--- src/rtl/irq_dispatch.sv ---
module irq_dispatch #(
  parameter int          NSRC       = 5,
  parameter logic [15:0] FLAG_ADDR  = 16'hFF0F,
  parameter logic [15:0] EN_ADDR    = 16'hFFFF,
  parameter logic [7:0]  VEC_BASE   = 8'h40,
  parameter logic [7:0]  VEC_STRIDE = 8'h08
) (
  input  logic             clk,
  input  logic             rst_n,
  input  logic [NSRC-1:0]  src_req,
  input  logic [15:0]      bus_addr,
  input  logic             bus_wr,
  input  logic [7:0]       bus_wdata,
  output logic [7:0]       bus_rdata,
  input  logic             halt_enter,
  input  logic             ime_set,
  input  logic             ime_clr,
  input  logic             step,
  input  logic             disp_ack,
  output logic             disp_valid,
  output logic [7:0]       disp_vector,
  output logic             halted,
  output logic             halt_anom
);
  localparam int PAD = 8 - NSRC;

  logic [NSRC-1:0] flag_q, flag_d, dsel_q, pend, pick_oh;
  logic [7:0]      en_q, dvec_q, pick_vec;
  logic            ime_q, halted_q, anom_q, dv_q;
  logic            wr_flag, wr_en, ack_fire, any_pend, take;

  assign wr_flag  = bus_wr && (bus_addr == FLAG_ADDR);
  assign wr_en    = bus_wr && (bus_addr == EN_ADDR);
  assign ack_fire = dv_q && disp_ack;
  assign pend     = flag_q & en_q[NSRC-1:0];
  assign any_pend = |pend;
  assign take     = step && ime_q && any_pend && !dv_q;

  always_comb begin
    pick_oh  = '0;
    pick_vec = '0;
    for (int i = NSRC - 1; i >= 0; i--) begin
      if (pend[i]) begin
        pick_oh    = '0;
        pick_oh[i] = 1'b1;
        pick_vec   = VEC_BASE + VEC_STRIDE * 8'(i);
      end
    end
  end

  always_comb begin
    flag_d = wr_flag ? bus_wdata[NSRC-1:0] : flag_q;
    if (ack_fire) flag_d = flag_d & ~dsel_q;
    flag_d = flag_d | src_req;
  end

  always_ff @(posedge clk or negedge rst_n) begin
    if (!rst_n) begin
      flag_q   <= '0;
      en_q     <= '0;
      ime_q    <= 1'b0;
      halted_q <= 1'b0;
      anom_q   <= 1'b0;
      dv_q     <= 1'b0;
      dvec_q   <= '0;
      dsel_q   <= '0;
    end else begin
      flag_q <= flag_d;
      if (wr_en) en_q <= bus_wdata;

      if (ack_fire || ime_clr) ime_q <= 1'b0;
      else if (ime_set)        ime_q <= 1'b1;

      if (take) begin
        dv_q   <= 1'b1;
        dvec_q <= pick_vec;
        dsel_q <= pick_oh;
      end else if (ack_fire) begin
        dv_q <= 1'b0;
      end

      if (halt_enter && (ime_q || !any_pend))  halted_q <= 1'b1;
      else if (step && halted_q && any_pend)   halted_q <= 1'b0;

      anom_q <= halt_enter && !ime_q && any_pend;
    end
  end

  assign bus_rdata   = (bus_addr == FLAG_ADDR) ? {{PAD{1'b1}}, flag_q} :
                       (bus_addr == EN_ADDR)   ? en_q : 8'h00;
  assign disp_valid  = dv_q;
  assign disp_vector = dvec_q;
  assign halted      = halted_q;
  assign halt_anom   = anom_q;

  AST_HOLD_UNTIL_ACK: assert property (@(posedge clk) disable iff (!rst_n)
    dv_q && !disp_ack |=> dv_q && $stable(dvec_q));
  AST_DISP_NEEDS_IME: assert property (@(posedge clk) disable iff (!rst_n)
    $rose(dv_q) |-> $past(ime_q) && $past(step));
  AST_ONE_SOURCE: assert property (@(posedge clk) disable iff (!rst_n)
    dv_q |-> $onehot0(dsel_q) && dsel_q != '0);
  AST_ACK_CLEARS: assert property (@(posedge clk) disable iff (!rst_n)
    ack_fire && ((src_req & dsel_q) == '0) |=> ((flag_q & $past(dsel_q)) == '0) && !ime_q);
  AST_ANOM_EXCL: assert property (@(posedge clk) disable iff (!rst_n)
    halt_anom |-> !$rose(halted_q));
  AST_ANOM_PULSE: assert property (@(posedge clk) disable iff (!rst_n)
    anom_q && !halt_enter |=> !anom_q);
endmodule

--- config.mk ---
export PLATFORM = sky130hd
export DESIGN_NAME = irq_dispatch
export DESIGN_NICKNAME = d
export VERILOG_FILES = /design/src/rtl/irq_dispatch.sv
export SDC_FILE = /design/constraint.sdc
export NUM_CORES = 1
export LEC_CHECK = 0
export BUFFER_PORTS_ARGS = -buffer_cell sky130_fd_sc_hd__buf_2
export CORE_ASPECT_RATIO = 1.75
export CORE_MARGIN = 1.5
export CORE_UTILIZATION = 44
export CTS_BUF_LIST = sky130_fd_sc_hd__clkbuf_8
export CTS_CLUSTER_SIZE = 24
export DETAILED_ROUTE_END_ITERATION = 16
export PLACE_DENSITY = 0.78
export RECOVER_POWER = 25
export SLEW_MARGIN = 20
export SYNTH_ARGS = -nofsm -noshare
export SYNTH_HDL_FRONTEND = slang
export SYNTH_SLANG_ARGS = --single-unit
--- constraint.sdc ---
create_clock -name clk -period 1.5 [get_ports clk]
set_input_delay 0.225 -clock clk [delete_from_list [all_inputs] [get_ports clk]]
set_output_delay 0.225 -clock clk [all_outputs]
set_load 0.05 [all_outputs]
==> results_dict.tcl <==
set metrics [dict create \
    grt_remaining_overflow 0 \
    ys_ff_latch 25 \
    period_share_pct 99.3 \
    power.share.clock_pct 33.5 \
    tritoncts "done" \
    met1_length_um 1230 \
    grt_start_max_net_pins 26 \
    tightest_slew_ps 620 \
    die_w_um 44.2 \
    critPathMaxFanout 8 \
    finalHoldViolCount 0 \
    clockBufferDepth 2 \
    antenna_found_initial 0 \
    drive_above_1_share_pct 50.5 \
    dr.pass1.iters 4 \
    max_freq_ghz 0.671 \
    clk_latency_ps 260 \
    required_ps 1270 \
    crit_chain "buf_6 -> nor4_4 -> nand2_1 -> nor2_2 -> buf_6 -> a22o_4 -> buf_8" \
    seq_area_frac_synth_pct 47.9 \
    cts_root_buf "clkbuf_8" \
    syn_to_final_growth_pct 46.4 \
    synth_xor_area_share_pct 0 \
    synthAdderAreaFrac_pct 0 \
    slew_headroom_pct 58.7 \
    final_common_cell "buf_2" \
    dieArea_um2 3310 \
    drv_slew 0 \
    netSwitchingFraction_pct 23.6 \
    fillers 228 \
    skew_ps 4.97 \
    io-pin-count 56 \
    rsz0062_at_grt "true" \
    wl_met2_um 2000 \
    p_sw_mw 0.283 \
    crit_path_top_delay_cell "nor4_4" \
    syn_area_um2 1310 \
    clk_pin_slew_ps 90 \
    grt.total_usage_pct 20.0 \
    finalPower_mw 1.20 \
    hold_class "input port to flip-flop" \
    syn_inst 128 \
    setup_violations 0 \
    yosysWarningCount 0 \
    core_um2 2860 \
    hold_ws_ps 108 \
    ir_worst_vdd_v 0.000693 \
    layout_common_cells "buf_2 (40), dfrtp_1 (24), nand2_1 (22), buf_4 (15), nand3_1 (9)" \
    grt_pass1_vias 1292 \
    hpwl_um 2590 \
    internal-power_mw 0.914 \
    dr_total_vias 1265 \
    max_stage_delay_ps 300 \
    clkSinkCount 25 \
    top_layer_used "met4" \
    nets 234 \
    crit_type "input port to output port" \
    synth.lib_cells_used.distinct 31 \
    die_h_um 75.0 \
    period_minus_slack_ps 1490 \
    timing.critical_path.arrival_ps 1270 \
    yosys.area_share.simple_pct 19.1 \
    numCtsBuffers 3 \
    drt_iter0_drc 33 \
    synth_top_family_by_area "compound AO/OA/AOI/OAI gates" \
    yosys-mux-area-fraction_pct 6.90 \
    avgViaCountPerCell 5.65 \
    drcViolationCount 0 \
    syn-mean-instance-area_um2 10.2 \
    gp_congestion 0.798 \
    combPwrFrac_pct 9.8 \
    portBuffers 51 \
    synth_compound_area_share_pct 20.2 \
    antenna_cells 0 \
    wl_met3_um 139 \
    path_common_cell "buf_6" \
    power_density_nw_per_um2 626 \
    leakage_nw 0.964 \
    drv_cap 0 \
    avgRoutedWirePerCell_um 15.2 \
    drtAntennaViolNets 0 \
    status "finished clean" \
    worst_setup_path_end_kind "output port" \
    grt_pass1_wl_um 5080 \
    core.rowCount 26 \
    seqPwrFrac_pct 56.6 \
    cp-start-kind "input port" \
    wl_um 3400 \
    start_util_pct 45.6 \
    cts-htree-levels 1 \
]
==> path summary, 6_finish.rpt <==
| path | start | endpoint | slack [ps] | depth (start not counted) |
|---|---|---|---|---|
| setup / recovery | bus_addr[4] | bus_rdata[0] | 10 | 7 |
| hold / removal | ime_clr | ime_q | 110 | 2 |
| setup reg to reg | en_q[3] | dsel_q[2] | 80 | 5 |
| hold reg to reg | disp_vector[6] | disp_vector[6] | 480 | 1 |
| max in group asynchronous | rst_n | disp_valid | 560 | 2 |
| min in group asynchronous | rst_n | flag_q[1] | 500 | 2 |
==> metal layers <==
layer  up-vias  GRT usage (%)
met5         -              0
met2        45           40.2
met3         4           2.40
met4         0           5.72
met1       612           20.7
li1        604              -
==> metrics by stage <==
| stage | TNS [ps] | area, um^2 | setup WS, ps | utilization [%] | cells |
|---|---|---|---|---|---|
| CTS | 0 | 1810 | 2.41 | 63.2 | 223 |
| floorplan | -97.2 | 1340 | -24.3 | - | 131 |
| finish | 0 | 1910 | 10.0 | 66.7 | 224 |
| global placement | -1240 | 1690 | -141 | 58.9 | 217 |
| global route | -81.4 | 1910 | -19.6 | 66.7 | 224 |
| detailed placement | -2560 | 1690 | -223 | 58.9 | 217 |
==> cells by family (layout without fill, tap and decap cells) <==
kind of cell,Yosys count,count (layout)
multiplexers,8,8
buffers and inverters,12,77
AO/OA/AOI/OAI,32,32
flip-flops,25,25
AND/OR/NAND/NOR,50,50
other,1,4
==> power groups by stage <==
stage | Sequential, mW | Clock (mW) | Combinational [mW]
floorplan | 0.692 | 0 | 0.0464
global placement | 0.691 | 0 | 0.103
detailed placement | 0.691 | 0 | 0.107
CTS | 0.678 | 0.415 | 0.115
global route | 0.678 | 0.439 | 0.129
finish | 0.678 | 0.401 | 0.118
==> repair_timing <==
action,CTS,global route
resized for setup,16,21
hold buffers,1,0
endpoints found under the hold margin,25,0
endpoints found under the setup margin,8,16
pin swaps,2,7
setup buffers,1,1
==> synthesized netlist by cell type (all sizes together) <==
cell	count	share of area, %
a21o	4	2.3
a221oi	1	0.67
a22o	7	5.4
a31oi	5	2.4
a32oi	1	0.67
and2	2	0.96
and4	4	2.7
buf	7	4.1
clkbuf	2	0.58
conb	1	0.29
dfrtp	25	48
inv	3	0.86
mux2	8	6.9
nand2	23	6.6
nand2b	1	0.48
nand3	10	4.2
nor2	3	0.86
nor2b	1	0.48
nor3	2	0.77
nor3b	1	0.58
nor4	1	0.48
o21ai	6	2.3
o311ai	6	5.4
o31ai	2	1.2
or2	2	0.96
==> state kept, by name, summed over array words and instances, names as in the netlist <==
register and flops:
en_q 8, disp_vector 4, dsel_q 4, flag_q 5, halt_anom 1, ime_q 1, halted 1, disp_valid 1
==> final cells by class <==
cell class	count	area [um^2]	area share, %
clock inverters	1	7.51	0.393
multi-input cells	94	696	36.4
inverters	3	11.3	0.589
well taps	28	35.0	1.83
repair buffers	70	493	25.8
flip-flops and latches	25	627	32.8
clock buffers	3	41.3	2.16
==> worst max-delay path: cells and delay by family <==
family	cells	cell delay [ps]
buf+inv	3	400
compound gates	1	150
simple gates	3	490
(Power assumes the default switching activity.)
